### src/rtl/bfw_pkg.sv
package bfw_pkg;
   typedef enum logic [1:0] {
      SEQ_DATA = 2'd0,
      SEQ_MARK = 2'd1,
      SEQ_GAP  = 2'd2,
      SEQ_ZLP  = 2'd3
   } seq_state_t;
endpackage

### src/rtl/bfw_byte_tracker.sv
module bfw_byte_tracker #(
   parameter int unsigned BUF_BYTES  = 16384,
   parameter int unsigned PKT_BYTES  = 1024,
   parameter int unsigned WORD_BYTES = 4
) (
   input  logic clk,
   input  logic rst_n,
   input  logic wr_fire,
   input  logic end_fire,
   output logic at_pkt_edge
);
   localparam int unsigned CNT_W   = $clog2(BUF_BYTES);
   localparam int unsigned PKT_LOG = $clog2(PKT_BYTES);

   logic [CNT_W-1:0] fill_q;
   logic [CNT_W:0]   fill_sum;
   logic             wrap;

   assign fill_sum = {1'b0, fill_q} + (CNT_W+1)'(WORD_BYTES);
   assign wrap     = (fill_sum == (CNT_W+1)'(BUF_BYTES));

   generate
      if ((PKT_BYTES & (PKT_BYTES - 1)) == 0) begin : g_pow2
         assign at_pkt_edge = (fill_sum[PKT_LOG-1:0] == '0);
      end else begin : g_modulo
         assign at_pkt_edge = ((fill_sum % (CNT_W+1)'(PKT_BYTES)) == '0);
      end
   endgenerate

   always_ff @(posedge clk) begin
      if (!rst_n)
         fill_q <= '0;
      else if (wr_fire)
         fill_q <= (end_fire || wrap) ? '0 : fill_sum[CNT_W-1:0];
   end

   AST_FILL_GROWS: assert property (@(posedge clk) disable iff (!rst_n)
      (wr_fire && !end_fire && !wrap) |=> (fill_q > $past(fill_q)));
endmodule

### src/rtl/bfw_flow_gate.sv
module bfw_flow_gate (
   input  logic clk,
   input  logic rst_n,
   input  logic dev_full,
   input  logic dev_partial,
   input  logic wr_fire,
   output logic wr_ok,
   output logic zlp_ok
);
   logic live_q;
   logic used_q;

   always_ff @(posedge clk) begin
      if (!rst_n) begin
         live_q <= 1'b0;
         used_q <= 1'b0;
      end else begin
         live_q <= 1'b1;
         if (!dev_partial)
            used_q <= 1'b0;
         else if (wr_fire)
            used_q <= 1'b1;
      end
   end

   assign wr_ok  = live_q && !dev_full && !(dev_partial && used_q);
   assign zlp_ok = live_q && !dev_full;

   AST_PARTIAL_SINGLE: assert property (@(posedge clk) disable iff (!rst_n)
      (dev_partial && $past(dev_partial) && $past(wr_fire)) |-> !wr_fire);
endmodule

### src/rtl/bfw_seq.sv
module bfw_seq
   import bfw_pkg::*;
(
   input  logic clk,
   input  logic rst_n,
   input  logic s_valid,
   input  logic s_last,
   input  logic wr_ok,
   input  logic zlp_ok,
   input  logic at_pkt_edge,
   output logic s_ready,
   output logic wr_fire,
   output logic end_fire,
   output logic mark_sel,
   output logic zlp_fire
);
   seq_state_t state_q, state_d;

   always_comb begin
      state_d  = state_q;
      s_ready  = 1'b0;
      wr_fire  = 1'b0;
      end_fire = 1'b0;
      mark_sel = 1'b0;
      zlp_fire = 1'b0;
      case (state_q)
         SEQ_DATA: begin
            s_ready = wr_ok;
            wr_fire = s_valid && wr_ok;
            if (wr_fire && s_last) state_d = SEQ_MARK;
         end
         SEQ_MARK: begin
            if (wr_ok) begin
               wr_fire  = 1'b1;
               end_fire = 1'b1;
               mark_sel = 1'b1;
               state_d  = at_pkt_edge ? SEQ_GAP : SEQ_DATA;
            end
         end
         SEQ_GAP: state_d = SEQ_ZLP;
         SEQ_ZLP: begin
            if (zlp_ok) begin
               zlp_fire = 1'b1;
               state_d  = SEQ_DATA;
            end
         end
         default: state_d = SEQ_DATA;
      endcase
   end

   always_ff @(posedge clk) begin
      if (!rst_n) state_q <= SEQ_DATA;
      else        state_q <= state_d;
   end

   AST_LAST_BLOCKS: assert property (@(posedge clk) disable iff (!rst_n)
      (wr_fire && s_last && !mark_sel) |=> !s_ready);
endmodule

### src/rtl/bridge_fifo_writer.sv
module bridge_fifo_writer #(
   parameter int unsigned          DATA_W    = 32,
   parameter int unsigned          BUF_BYTES = 16384,
   parameter int unsigned          PKT_BYTES = 1024,
   parameter logic [DATA_W-1:0]    MARK_WORD = DATA_W'(32'hE0D0_C0DE)
) (
   input  logic              clk,
   input  logic              rst_n,
   input  logic              s_valid,
   input  logic [DATA_W-1:0] s_data,
   input  logic              s_last,
   output logic              s_ready,
   input  logic              dev_full,
   input  logic              dev_partial,
   output logic              dev_wr,
   output logic              dev_pktend,
   output logic [DATA_W-1:0] dev_data
);
   localparam int unsigned WORD_BYTES = DATA_W / 8;

   generate
      if (DATA_W % 8 != 0) begin : g_bad_width
         $error("DATA_W must be a whole number of bytes");
      end
      if (BUF_BYTES % PKT_BYTES != 0) begin : g_bad_buf
         $error("BUF_BYTES must be a multiple of PKT_BYTES");
      end
      if (PKT_BYTES % WORD_BYTES != 0 || PKT_BYTES < 2 * WORD_BYTES) begin : g_bad_pkt
         $error("PKT_BYTES must hold at least two words, evenly");
      end
   endgenerate

   logic wr_ok, zlp_ok, at_pkt_edge;
   logic wr_fire, end_fire, mark_sel, zlp_fire;

   bfw_flow_gate u_gate (
      .clk         (clk),
      .rst_n       (rst_n),
      .dev_full    (dev_full),
      .dev_partial (dev_partial),
      .wr_fire     (wr_fire),
      .wr_ok       (wr_ok),
      .zlp_ok      (zlp_ok)
   );

   bfw_byte_tracker #(
      .BUF_BYTES  (BUF_BYTES),
      .PKT_BYTES  (PKT_BYTES),
      .WORD_BYTES (WORD_BYTES)
   ) u_track (
      .clk         (clk),
      .rst_n       (rst_n),
      .wr_fire     (wr_fire),
      .end_fire    (end_fire),
      .at_pkt_edge (at_pkt_edge)
   );

   bfw_seq u_seq (
      .clk         (clk),
      .rst_n       (rst_n),
      .s_valid     (s_valid),
      .s_last      (s_last),
      .wr_ok       (wr_ok),
      .zlp_ok      (zlp_ok),
      .at_pkt_edge (at_pkt_edge),
      .s_ready     (s_ready),
      .wr_fire     (wr_fire),
      .end_fire    (end_fire),
      .mark_sel    (mark_sel),
      .zlp_fire    (zlp_fire)
   );

   assign dev_wr     = wr_fire;
   assign dev_pktend = end_fire || zlp_fire;
   assign dev_data   = mark_sel ? MARK_WORD : s_data;

   AST_NO_WR_FULL: assert property (@(posedge clk) disable iff (!rst_n)
      dev_wr |-> !dev_full);
   AST_MARK_ON_END: assert property (@(posedge clk) disable iff (!rst_n)
      (dev_pktend && dev_wr) |-> (dev_data == MARK_WORD));
   AST_ZLP_AFTER_IDLE: assert property (@(posedge clk) disable iff (!rst_n)
      (dev_pktend && !dev_wr) |-> !$past(dev_pktend));
   AST_ZLP_NOT_FULL: assert property (@(posedge clk) disable iff (!rst_n)
      (dev_pktend && !dev_wr) |-> !dev_full);
   AST_READY_QUIET: assert property (@(posedge clk) disable iff (!rst_n)
      s_ready |-> !dev_full);
endmodule

### config.mk
export PLATFORM = sky130hd
export DESIGN_NAME = bridge_fifo_writer
export DESIGN_NICKNAME = d
export VERILOG_FILES = /design/src/rtl/bfw_pkg.sv /design/src/rtl/bfw_byte_tracker.sv /design/src/rtl/bfw_flow_gate.sv /design/src/rtl/bfw_seq.sv /design/src/rtl/bridge_fifo_writer.sv
export SDC_FILE = /design/constraint.sdc
export NUM_CORES = 1
export LEC_CHECK = 0
export BUFFER_PORTS_ARGS = -buffer_cell sky130_fd_sc_hd__buf_2
export CAP_MARGIN = 20
export CORE_MARGIN = 4
export CORE_UTILIZATION = 38
export CTS_BUF_LIST = sky130_fd_sc_hd__clkbuf_16
export CTS_CLUSTER_SIZE = 8
export DETAILED_ROUTE_END_ITERATION = 8
export GPL_TIMING_DRIVEN = 0
export PLACE_DENSITY = 0.75
export SETUP_SLACK_MARGIN = 0.5
export SLEW_MARGIN = 25
export SYNTH_ARGS = -nofsm -noshare
export SYNTH_HDL_FRONTEND = slang
export SYNTH_HIERARCHICAL = 1
export SYNTH_SLANG_ARGS = --single-unit
### constraint.sdc
create_clock -name clk -period 1.8 [get_ports clk]
set_clock_uncertainty 0.2 [all_clocks]
set_input_delay 0.09 -clock clk [delete_from_list [all_inputs] [get_ports clk]]
set_output_delay 0.09 -clock clk [all_outputs]
set_load 0.03 [all_outputs]
==> results of run 1 <==
==> Yosys cell counts, types with 2 or more instances <==
master | number | area share
xor2_1 | 3 | 0.022
or3_1 | 2 | 0.011
nor3_1 | 3 | 0.013
o21ai_0 | 4 | 0.017
dfxtp_1 | 16 | 0.27
a31oi_1 | 3 | 0.016
nand4_1 | 4 | 0.021
nor2b_1 | 24 | 0.13
nand2_1 | 7 | 0.022
o21ai_1 | 4 | 0.017
a21oi_1 | 4 | 0.017
nand3_1 | 2 | 0.0085
nand2b_1 | 2 | 0.011
ha_1 | 2 | 0.021
and3_1 | 5 | 0.027
inv_1 | 2 | 0.0064
xnor2_1 | 2 | 0.015
buf_2 | 4 | 0.017
or2_1 | 14 | 0.074
nor3b_1 | 3 | 0.019
and2_1 | 3 | 0.016
a22oi_1 | 2 | 0.013
nor2_1 | 14 | 0.045
==> logic make-up (layout without fill, tap and decap cells) <==
| group | count (synthesis) | after routing | share of synthesized area |
|---|---|---|---|
| AOI/OAI and AO/OA | 26 | 26 | 0.162 |
| muxes | 1 | 1 | 0.00851 |
| DFF | 16 | 16 | 0.272 |
| and+or+nand+nor | 90 | 90 | 0.456 |
| buffers and inverters | 9 | 120 | 0.0426 |
| xor gates and xnor gates | 5 | 5 | 0.0372 |
| adders and majority gates | 2 | 2 | 0.0213 |
==> cell type report <==
type                            instances  area (um^2)
Fill cell                              85          198
Clock inverter                          1         3.75
Buffer                                  7         98.8
Multi-Input combinational cell        124         1130
Timing Repair Buffer                  107          972
Tap cell                               31         38.8
Clock buffer                            3         75.1
Sequential cell                        16          333
Inverter                                2         7.51
==> stage by stage <==
step	area, um^2	hold WS (ps)
after CTS	2420	35.0
after global routing	2660	77.9
final	2660	61.7
after global placement	1770	140
after floorplan	1370	-82.3
after detailed placement	1770	153
==> worst max-delay path by stage <==
stage / startpoint / end / slack (ps) / cells after the start
2_1_floorplan: u_gate/live_q / u_track/fill_q[11] / -140 / 9
3_3_place_gp: u_gate/live_q / dev_data[14] / -430 / 8
3_5_place_dp: u_gate/live_q / dev_data[14] / -400 / 8
4_1_cts: u_track/fill_q[2] / u_seq/state_q[1] / -240 / 6
5_1_grt: u_track/fill_q[3] / u_track/fill_q[12] / -440 / 6
6_report: u_track/fill_q[3] / u_track/fill_q[12] / -430 / 6
==> critical path: cells and delay by family, from the launching register on <==
kind,cells,cell delay (ps)
compound gates,3,820
simple gates,3,680
flops,1,400
==> flip-flops by register name (all words and copies together), names as in the netlist <==
| name | count |
|---|---|
| u_track/fill_q | 12 |
| u_seq/state_q | 2 |
| u_gate/live_q | 1 |
| u_gate/used_q | 1 |
==> power groups by stage <==
stage	clock network (mW)	logic, mW	registers (mW)
5_1_grt	0.467	0.435	0.363
2_1_floorplan	0	0.177	0.367
3_3_place_gp	0	0.263	0.368
6_report	0.457	0.423	0.362
4_1_cts	0.450	0.365	0.361
3_5_place_dp	0	0.264	0.368
==> metal layers <==
metal | GRT usage | wire (um) | vias to the layer above
met5 | 0 | 0 | -
met4 | 0.159 | 649 | 0
met3 | 0.0888 | 891 | 62
met1 | 0.311 | 2530 | 853
li1 | - | - | 737
met2 | 0.524 | 3660 | 171
==> what timing repair did <==
item	4_1_cts	5_1_grt
gates cloned	3	0
hold buffers	3	0
setup endpoints to repair	50	50
resized for setup	101	30
buffers inserted	14	15
pin swaps	15	16
hold endpoints to repair	5	0
==> results.py, run 1 <==
metrics = {
    "power": {
        "power_frac_clock": 0.368,
        "power.leakage_nw": 1.23,
        "power_report.internal_total_uw": 869,
        "sw_frac_of_total": 0.301,
        "power_frac_comb": 0.341,
        "totalPowerFinal_mw": 1.24,
        "irDropWorstVdd_mv": 0.826,
        "power_switching_uw": 374,
        "power_density_over_the_cells_nw_per_um2": 468,
        "power_frac_seq": 0.292,
    },
    "setup_path": {
        "path_cells": "nand3_4, or4b_4, a311oi_4, a31oi_2, a31oi_1, nor2_1",
        "worstRegToRegCells": 6,
        "worst_setup_start_kind": "flop",
        "reg2reg_to": "u_track/fill_q[12]",
        "cp_slowest_stage_delay_ps": 520,
        "endpoint_required_time_on_the_critical_path_ps": 1740,
        "worst-setup-path-type": "flop to flop",
        "worst_endpoint_data_arrival_time_ps": 2170,
        "slowest_stage": "or4b_4",
        "regToRegStartpoint": "u_track/fill_q[3]",
        "setup_crit_end_kind": "flop",
        "rrSetupSlack_ps": -430,
        "worst_path_max_fanout": 5,
    },
    "logic_synthesis": {
        "ys_seq_area_frac": 0.272,
        "synth_enable_flop_cells": 0,
        "postSynth.topFlopCell": "dfxtp_1",
        "synthArstFlopShare": 0,
        "syn_inst": 149,
        "yosysWarnings": 6,
        "post_synth_instance_area_um2": 1180,
        "yosysUniqueCellTypes": 43,
        "synthesis.nets": 189,
        "synth_area_per_cell_um2": 7.89,
        "register_bit_total_from_synthesis": 16,
    },
    "clock_tree": {
        "clkSlewWorstSetupHoldPaths_ps": 60,
        "clock_latency_ps": 260,
        "cts_root_buffer": "clkbuf_16",
        "cts_tree": "built",
        "cts-buffers-inserted": 3,
        "clock_tree.htree_level_count": 1,
        "numClockSinks": 16,
        "cts.path.max_buffers": 2,
    },
    "routing": {
        "post-route-drc-count": 0,
        "routed-via-count": 1823,
        "drt_wl_total_um": 7730,
        "number_of_design_rule_violations_left_by_the_first_detailed_router_iteration": 193,
        "detail-route-antenna-nets": 0,
        "detail_route.wl_per_cell_um": 26.6,
        "dr.pass1.iters": 5,
        "drt-vias-per-instance": 6.26,
    },
    "die": {
        "design.portCount": 73,
        "die-width_um": 63.6,
        "floorplan.die_area_um2": 4050,
        "num_rows": 19,
        "die_height_um": 63.6,
        "core_um2": 2850,
        "starting_density_of_the_core": 0.412,
    },
    "cells_and_area": {
        "syn_to_final_growth_pct": 126,
        "final_cell_mix": "buf_6 (50), buf_2 (37), nor2b_4 (19), or2_4 (15), buf_4 (15)",
        "layout.cells.non_filler": 291,
        "final_common_cell": "buf_6",
        "number_of_antenna_repair_diodes": 0,
        "finish.utilization": 0.931,
        "fin_nets": 301,
        "final_layout_size_suffix_gt1_frac": 0.692,
    },
    "timing": {
        "setup_total_negative_slack_ps": -11710,
        "achievable-frequency_ghz": 0.449,
        "grt_setup_unrepaired": "true",
        "fin_crit_ps": 2230,
        "worst_slew_pin_slew_ps": 483,
        "report.final.slew_viol_count": 0,
        "timing_hold_violations_final": 0,
        "pnr_worst_setup_slack_ps": -428,
        "max_slew_margin_vs_limit": 0.677,
        "final.period_utilization": 1.24,
        "final_setup_viols": 47,
    },
    "hold_path": {
        "holdCritPathClass": "input port to flop",
        "worstHoldStart": "s_last",
        "worstHoldEndpoint": "u_seq/state_q[0]",
        "worst_hold_path.num_cells": 3,
    },
    "placed_design": {
        "dp.final_hpwl_um": 2600,
        "buffer_ports.inserted": 72,
        "dp_worst_setup_slack_ps": -404,
        "dp_cells": 252,
        "routabilityCongestion": 0.769,
    },
    "run": {
        "maxCapViolCount": 0,
    },
    "grt": {
        "grt_start_max_net_pins": 11,
        "total_track_usage": 0.296,
        "grt_antenna_before_repair": 0,
        "number_of_global_route_vias_before_repair": 1608,
        "grt_overflow_total": 0,
        "global_route_wire_length_before_repair_um": 9000,
    },
    "outcome": {
        "failed_checks": "negative setup slack",
        "result_of_the_run": "complete, but fails checks",
    },
}
Note: power is estimated with default switching activity, not from simulation.
==> run 2: changes to the inputs <==
--- a/config.mk
+++ b/config.mk
@@ -5,7 +5,7 @@
 export SDC_FILE = /design/constraint.sdc
 export NUM_CORES = 1
 export LEC_CHECK = 0
-export BUFFER_PORTS_ARGS = -buffer_cell sky130_fd_sc_hd__buf_2
+export BUFFER_PORTS_ARGS = -buffer_cell sky130_fd_sc_hd__buf_4
 export CAP_MARGIN = 20
 export CORE_MARGIN = 4
 export CORE_UTILIZATION = 38
==> run 2 against run 1 <==
Net effect: the flow now stops in global routing (5_1_grt); synthesized cell count stayed put; synthesized area stayed put.
==> results.py, run 2 <==
metrics = {
    "outcome": {
        "result_of_the_run": "stopped before the end",
        "haltStage": "global routing (5_1_grt)",
        "tool.error": "[ERROR DPL-0038] Utilization greater than 100%, impossible to legalize",
    },
    "logic_synthesis": {
        "yosysTopAreaCellShare": 0.272,
        "synth_commonest_cells": "nor2b_1 (24), dfxtp_1 (16), nor2_1 (14), or2_1 (14), nand2_1 (7)",
        "synthArstFlopShare": 0,
        "synth_area_per_cell_um2": 7.89,
        "synthesis.nets": 189,
        "yosysWarnings": 6,
        "synthMostInstantiatedCell": "nor2b_1",
        "synth_enable_flop_cells": 0,
        "ys_seq_area_frac": 0.272,
        "syn_inst": 149,
        "synth_area_leaders": "dfxtp_1 (27%), nor2b_1 (13%), or2_1 (7.4%)",
        "postSynth.topFlopCell": "dfxtp_1",
        "yosysUniqueCellTypes": 43,
        "register_bit_total_from_synthesis": 16,
        "synth_top_cell_by_area": "dfxtp_1",
        "post_synth_instance_area_um2": 1180,
    },
    "die": {
        "die-width_um": 63.6,
        "starting_density_of_the_core": 0.412,
        "design.portCount": 73,
        "die_height_um": 63.6,
        "num_rows": 19,
    },
    "placed_design": {
        "buffer_ports.inserted": 72,
        "dp.final_hpwl_um": 3100,
        "placed_cell_area_um2": 1950,
        "routabilityCongestion": 0.874,
        "dp_worst_setup_slack_ps": -473,
        "dp_cells": 252,
    },
    "clock_tree": {
        "clock_tree.htree_level_count": 1,
        "cts-buffers-inserted": 3,
        "cts.path.max_buffers": 2,
        "cts_root_buffer": "clkbuf_16",
        "numClockSinks": 16,
    },
    "grt": {
        "grt_start_max_net_pins": 14,
    },
    "timing": {
        "worstEndpointGrtRepair": "u_track/fill_q[11]$_SDFFE_PN0P_/D",
        "timing.worst_endpoint.kind": "register data pin",
    },
}
==> run 2: cell counts after synthesis <==
No cell type changed its count.
==> run 2: per-stage QoR <==
| step | hold WS, ps | utilization |
|---|---|---|
| after floorplan | -82.3 | - |
| after global placement | 103 | 0.683 |
| after detailed placement | 103 | 0.683 |
| after CTS | -153 | 0.912 |
==> run 2: cells by family after synthesis <==
logic type      count (synthesis)  share of synthesized area
xor+xnor                        5                     0.0372
compound gates                 26                      0.162
fa+ha+maj                       2                     0.0213
buf+inv                         9                     0.0426
mux                             1                    0.00851
simple gates                   90                      0.456
flops                          16                      0.272
==> run 2: repair_timing <==
action / in CTS
hold buffers: 1
hold endpoints to repair: 11
gates resized for setup: 76
endpoints found under the setup margin: 50
cloned: 3
buffers inserted: 24
pin swaps: 23
==> run 3: changes to the inputs <==
--- a/config.mk
+++ b/config.mk
@@ -7,14 +7,11 @@
 export LEC_CHECK = 0
 export BUFFER_PORTS_ARGS = -buffer_cell sky130_fd_sc_hd__buf_4
 export CAP_MARGIN = 20
-export CORE_MARGIN = 4
-export CORE_UTILIZATION = 38
-export CTS_BUF_LIST = sky130_fd_sc_hd__clkbuf_16
-export CTS_CLUSTER_SIZE = 8
+export CORE_AREA = 4 4 65 67
 export DETAILED_ROUTE_END_ITERATION = 8
+export DIE_AREA = 0 0 69 71
 export GPL_TIMING_DRIVEN = 0
-export PLACE_DENSITY = 0.75
-export SETUP_SLACK_MARGIN = 0.5
+export PLACE_DENSITY_LB_ADDON = 0.15
 export SLEW_MARGIN = 25
 export SYNTH_ARGS = -nofsm -noshare
 export SYNTH_HDL_FRONTEND = slang
==> constraint.sdc (replaced) <==
create_clock -name clk -period 2.34 [get_ports clk]
set_clock_uncertainty 0.2 [all_clocks]
set_input_delay 0.117 -clock clk [delete_from_list [all_inputs] [get_ports clk]]
set_output_delay 0.117 -clock clk [all_outputs]
set_load 0.03 [all_outputs]
==> run 3 against run 2 <==
Net effect: the flow now finishes without violations.
==> results.py, run 3 (same netlist as run 1, synthesis figures left out) <==
metrics = {
    "outcome": {
        "result_of_the_run": "complete, no violations",
    },
    "setup_path": {
        "worst_path_max_fanout": 7,
        "reg2reg_to": "u_track/fill_q[11]",
        "setup_crit_end_kind": "flop",
        "worst_setup_start_kind": "flop",
        "worst-setup-path-type": "flop to flop",
        "worstRegToRegCells": 6,
        "critPathCapture": "u_track/fill_q[11]",
        "endpoint_required_time_on_the_critical_path_ps": 2280,
        "worst_endpoint_data_arrival_time_ps": 2120,
        "rrSetupSlack_ps": 160,
        "cp-startpoint": "u_track/fill_q[4]",
        "regToRegStartpoint": "u_track/fill_q[4]",
    },
    "power": {
        "irDropWorstVdd_mv": 0.289,
        "power_density_over_the_cells_nw_per_um2": 376,
        "power.leakage_nw": 0.886,
    },
    "grt": {
        "grt_antenna_before_repair": 0,
        "number_of_global_route_vias_before_repair": 1239,
        "total_track_usage": 0.144,
        "grt_overflow_total": 0,
        "grt_start_max_net_pins": 14,
        "global_route_wire_length_before_repair_um": 5930,
    },
    "clock_tree": {
        "cts.path.max_buffers": 2,
        "clkSlewWorstSetupHoldPaths_ps": 60,
        "clock_tree.htree_level_count": 1,
        "numClockSinks": 16,
        "cts_tree": "built",
        "cts-buffers-inserted": 3,
        "clock_latency_ps": 250,
        "cts_root_buffer": "clkbuf_8",
    },
    "cells_and_area": {
        "area_of_all_sequential_standard_cells_um2": 320,
        "final_common_cell": "buf_4",
        "biggestRegsByFlops": "u_track/fill_q (12), u_seq/state_q (2)",
        "fin_nets": 269,
        "final_layout_size_suffix_gt1_frac": 0.414,
        "syn_to_final_growth_pct": 58.5,
        "largest_register_ffs": 12,
        "largest-register": "u_track/fill_q",
        "final_cell_mix": "buf_4 (74), nor2b_1 (24), dfxtp_1 (16), or2_1 (14), nor2_1 (12)",
        "number_of_antenna_repair_diodes": 0,
        "layout.filler_cells": 372,
        "multi_input_comb_area_um2": 821,
    },
    "routing": {
        "dr.pass1.iters": 4,
        "drt-vias-per-instance": 4.77,
        "routed-via-count": 1311,
        "detail_route.wl_per_cell_um": 12.6,
        "detail-route-antenna-nets": 0,
        "drt_wl_total_um": 3460,
        "number_of_design_rule_violations_left_by_the_first_detailed_router_iteration": 25,
        "post-route-drc-count": 0,
    },
    "die": {
        "floorplan.die_area_um2": 4900,
        "starting_density_of_the_core": 0.324,
        "core_um2": 3630,
        "die_height_um": 71,
        "design.portCount": 73,
        "die-width_um": 69,
        "num_rows": 22,
    },
    "placed_design": {
        "dp_worst_setup_slack_ps": 1.45,
        "routabilityCongestion": 0.811,
        "buffer_ports.inserted": 72,
        "dp.final_hpwl_um": 2730,
    },
    "timing": {
        "final.period_utilization": 0.932,
        "timing_hold_violations_final": 0,
        "setup_total_negative_slack_ps": 0,
        "pnr_worst_setup_slack_ps": 159,
        "worst_slew_pin_slew_ps": 358,
        "report.final.slew_viol_count": 0,
        "final_setup_viols": 0,
        "achievable-frequency_ghz": 0.459,
        "fin_crit_ps": 2180,
        "grt_setup_unrepaired": "false",
        "max_slew_margin_vs_limit": 0.760,
    },
    "hold_path": {
        "worstHoldStart": "s_last",
        "holdCritPathClass": "input port to flop",
        "worst_hold_path.num_cells": 3,
    },
    "run": {
        "maxCapViolCount": 0,
    },
}
==> run 3: metrics by stage <==
stage          power, mW  std cells  utilization  instance area, um^2  hold slack (ps)
2_1_floorplan      0.395        149            -                 1180            -55.3
3_3_place_gp       0.500        269        0.490                 1780              149
3_5_place_dp       0.501        269        0.490                 1780              146
4_1_cts            0.711        274        0.509                 1850             64.3
5_1_grt            0.737        275        0.513                 1860             74.8
6_report           0.701        275        0.513                 1860             63.3
==> run 3: timing repair <==
action,in CTS,in global routing
resized for setup,3,3
hold buffers,2,0
setup endpoints to repair,31,24
hold endpoints to repair,6,0
setup buffers,0,1
==> run 3: cell type report <==
class / count / share of cell area
buffer: 7 / 0.0248
inverter: 2 / 0.00403
timing repair buffer: 75 / 0.305
sequential: 16 / 0.172
tap: 48 / 0.0322
clock buffer: 3 / 0.0221
multi-input combinational: 124 / 0.440
==> run 3: worst max-delay path, cell delays in order (launching register included) <==
cell and delay (ps):
dfxtp_1 430, nand3_2 150, or4b_4 520, a311oi_4 300
a31o_2 270, nor3b_1 60, a21o_1 140
==> run 3: worst min path at each step <==
stage                  endpoint  slack, ps
2_1_floorplan     u_gate/live_q        -60
3_3_place_gp      u_gate/live_q        150
3_5_place_dp      u_gate/live_q        150
4_1_cts        u_seq/state_q[0]         60
5_1_grt        u_seq/state_q[0]         70
6_report       u_seq/state_q[0]         60
==> run 3: per-layer routing <==
metal,share of wire,track usage,vias up
met5,0,0,-
met2,0.48,0.236,53
met3,0.086,0.0384,2
met1,0.43,0.185,585
li1,-,-,671
met4,0.0049,0.0456,0
==> run 3: power by group <==
part | total (mW) | internal (mW) | switching, mW
sequential | 0.279 | 0.276 | 0.00309
combinational | 0.220 | 0.106 | 0.113
clock | 0.203 | 0.114 | 0.0888
==> run 4: changes to the inputs <==
--- a/config.mk
+++ b/config.mk
@@ -7,9 +7,9 @@
 export LEC_CHECK = 0
 export BUFFER_PORTS_ARGS = -buffer_cell sky130_fd_sc_hd__buf_4
 export CAP_MARGIN = 20
-export CORE_AREA = 4 4 65 67
+export CORE_AREA = 2 2 63 65
 export DETAILED_ROUTE_END_ITERATION = 8
-export DIE_AREA = 0 0 69 71
+export DIE_AREA = 0 0 65 67
 export GPL_TIMING_DRIVEN = 0
 export PLACE_DENSITY_LB_ADDON = 0.15
 export SLEW_MARGIN = 25
==> constraint.sdc (replaced) <==
create_clock -name clk -period 2.5 [get_ports clk]
set_clock_uncertainty 0.2 [all_clocks]
set_input_delay 0.125 -clock clk [delete_from_list [all_inputs] [get_ports clk]]
set_output_delay 0.125 -clock clk [all_outputs]
set_load 0.03 [all_outputs]
==> run 4 against run 3 <==
Net effect: final area is 0.20% lower; cell count stayed put; via count fell by 2.5%.
==> results.py, run 4 (same netlist as run 1, synthesis figures left out) <==
metrics = {
    "timing": {
        "final_setup_viols": 0,
        "grt_setup_unrepaired": "false",
        "timing_hold_violations_final": 0,
        "max_slew_margin_vs_limit": 0.762,
        "pnr_worst_setup_slack_ps": 212,
        "report.final.slew_viol_count": 0,
        "achievable-frequency_ghz": 0.437,
        "final.period_utilization": 0.915,
        "setup_total_negative_slack_ps": 0,
        "fin_crit_ps": 2290,
        "worst_slew_pin_slew_ps": 356,
    },
    "setup_path": {
        "worst_endpoint_data_arrival_time_ps": 2240,
        "setup_crit_end_kind": "flop",
        "worst-setup-path-type": "flop to flop",
        "slowest_stage": "nor2_1",
        "path_cells": "nor2b_4, a21boi_2, nand2b_1, nor2_1, clkbuf_2, nand4_1, nor2_1, nor3b_1, a21o_1",
        "endpoint_required_time_on_the_critical_path_ps": 2450,
        "cp_slowest_stage_delay_ps": 330,
        "worst_setup_start_kind": "flop",
        "critPathMostFrequentCell": "nor2_1",
        "worst_path_max_fanout": 10,
    },
    "power": {
        "irDropWorstVdd_mv": 0.278,
        "totalPowerFinal_uw": 697,
        "power_density_over_the_cells_nw_per_um2": 375,
        "power.leakage_nw": 0.887,
    },
    "grt": {
        "grt_antenna_before_repair": 0,
        "grt_use_met3": 0.0270,
        "grt_busiest_layer": "met2",
        "grt_util_met1": 0.187,
        "grt_overflow_total": 0,
        "number_of_global_route_vias_before_repair": 1152,
        "global_route_wire_length_before_repair_um": 5420,
        "grt_start_max_net_pins": 14,
        "met2_usage": 0.286,
        "total_track_usage": 0.160,
    },
    "routing": {
        "dr.pass1.iters": 4,
        "detail_route.wl_per_cell_um": 12.2,
        "number_of_design_rule_violations_left_by_the_first_detailed_router_iteration": 48,
        "detail-route-antenna-nets": 0,
        "routed-via-count": 1278,
        "drt-vias-per-instance": 4.65,
        "drt_wl_total_um": 3370,
        "post-route-drc-count": 0,
    },
    "placed_design": {
        "dp_cells": 269,
        "routabilityCongestion": 0.812,
        "dp.final_hpwl_um": 2660,
        "dp_worst_setup_slack_ps": 93.3,
        "buffer_ports.inserted": 72,
    },
    "cells_and_area": {
        "largest_register_ffs": 12,
        "layout.cells.non_filler": 275,
        "final_layout_size_suffix_gt1_frac": 0.410,
        "final_common_cell": "buf_4",
        "final_cell_mix": "buf_4 (73), nor2b_1 (24), dfxtp_1 (16), or2_1 (14), nor2_1 (13)",
        "number_of_antenna_repair_diodes": 0,
        "biggestRegsByFlops": "u_track/fill_q (12), u_seq/state_q (2)",
        "syn_to_final_growth_pct": 58.2,
        "largest-register": "u_track/fill_q",
        "fin_nets": 268,
        "finish.utilization": 0.516,
    },
    "die": {
        "design.portCount": 73,
        "num_rows": 22,
        "die-width_um": 65,
        "core_um2": 3610,
        "die_height_um": 67,
        "starting_density_of_the_core": 0.326,
        "floorplan.die_area_um2": 4360,
    },
    "outcome": {
        "result_of_the_run": "complete, no violations",
    },
    "clock_tree": {
        "cts-buffers-inserted": 3,
        "cts_root_buffer": "clkbuf_8",
        "numClockSinks": 16,
        "cts_tree": "built",
        "clkSlewWorstSetupHoldPaths_ps": 70,
        "cts.path.max_buffers": 2,
        "clock_latency_ps": 250,
        "clock_tree.htree_level_count": 1,
        "count_of_buffers_added_by_post_cts_timing_repair_for_setup": 0,
    },
    "hold_path": {
        "holdCritPathClass": "input port to flop",
    },
    "run": {
        "maxCapViolCount": 0,
    },
}
==> run 4: cell types whose count changed in the layout (fill, tap and decap cells not counted) <==
cell	previous run	this run
buf_4	74	73
clkbuf_2	0	1
clkbuf_4	1	0
clkbuf_8	3	4
nor2_1	12	13
nor2_4	2	1
==> run 4: metal layers <==
layer / vias to the layer above / part of all wire
met5: - / 0
met1: 555 / 0.45
met4: 0 / 0.011
met2: 50 / 0.47
met3: 4 / 0.064
li1: 669 / -
==> run 4: path summary, 6_finish.rpt <==
path / from / end / slack [ps] / depth (start not counted)
max: u_gate/live_q / u_track/fill_q[11] / 210 / 9
min reg2reg: u_track/fill_q[13] / u_track/fill_q[13] / 310 / 2
max reg2reg: u_gate/live_q / u_track/fill_q[11] / 210 / 9
min: s_last / u_seq/state_q[0] / 80 / 3
==> run 4: per-stage QoR <==
step	hold slack (ps)	instance area, um^2
6_report	76.7	1860
5_1_grt	103	1860
4_1_cts	72.8	1850
3_5_place_dp	146	1780
3_3_place_gp	149	1780
2_1_floorplan	-47.3	1180
==> run 4: layout make-up <==
class | count | area, um^2
Multi-Input combinational cell | 124 | 813
Tap cell | 48 | 60.1
Clock buffer | 4 | 55.1
Fill cell | 363 | 1750
Sequential cell | 16 | 320
Buffer | 7 | 43.8
Timing Repair Buffer | 74 | 561
Inverter | 2 | 7.51
==> run 4: power by group <==
group / internal (mW) / total (mW) / switching [mW]
Clock: 0.140 / 0.234 / 0.0937
Combinational: 0.0983 / 0.203 / 0.105
Sequential: 0.258 / 0.261 / 0.00290
==> run 4: worst max-delay path, delay by kind of cell (launching register included) <==
family,cells,cell delay (ps)
and+or+nand+nor,6,990
AOI/OAI and AO/OA,2,360
DFF,1,310
buffers and inverters,1,310
==> run 4: what timing repair did <==
item | CTS | global route
gates resized for setup | 1 | 3
pin swaps | 0 | 0
setup endpoints to repair | 20 | 23
endpoints found under the hold margin | 6 | 0
hold buffers | 2 | 0
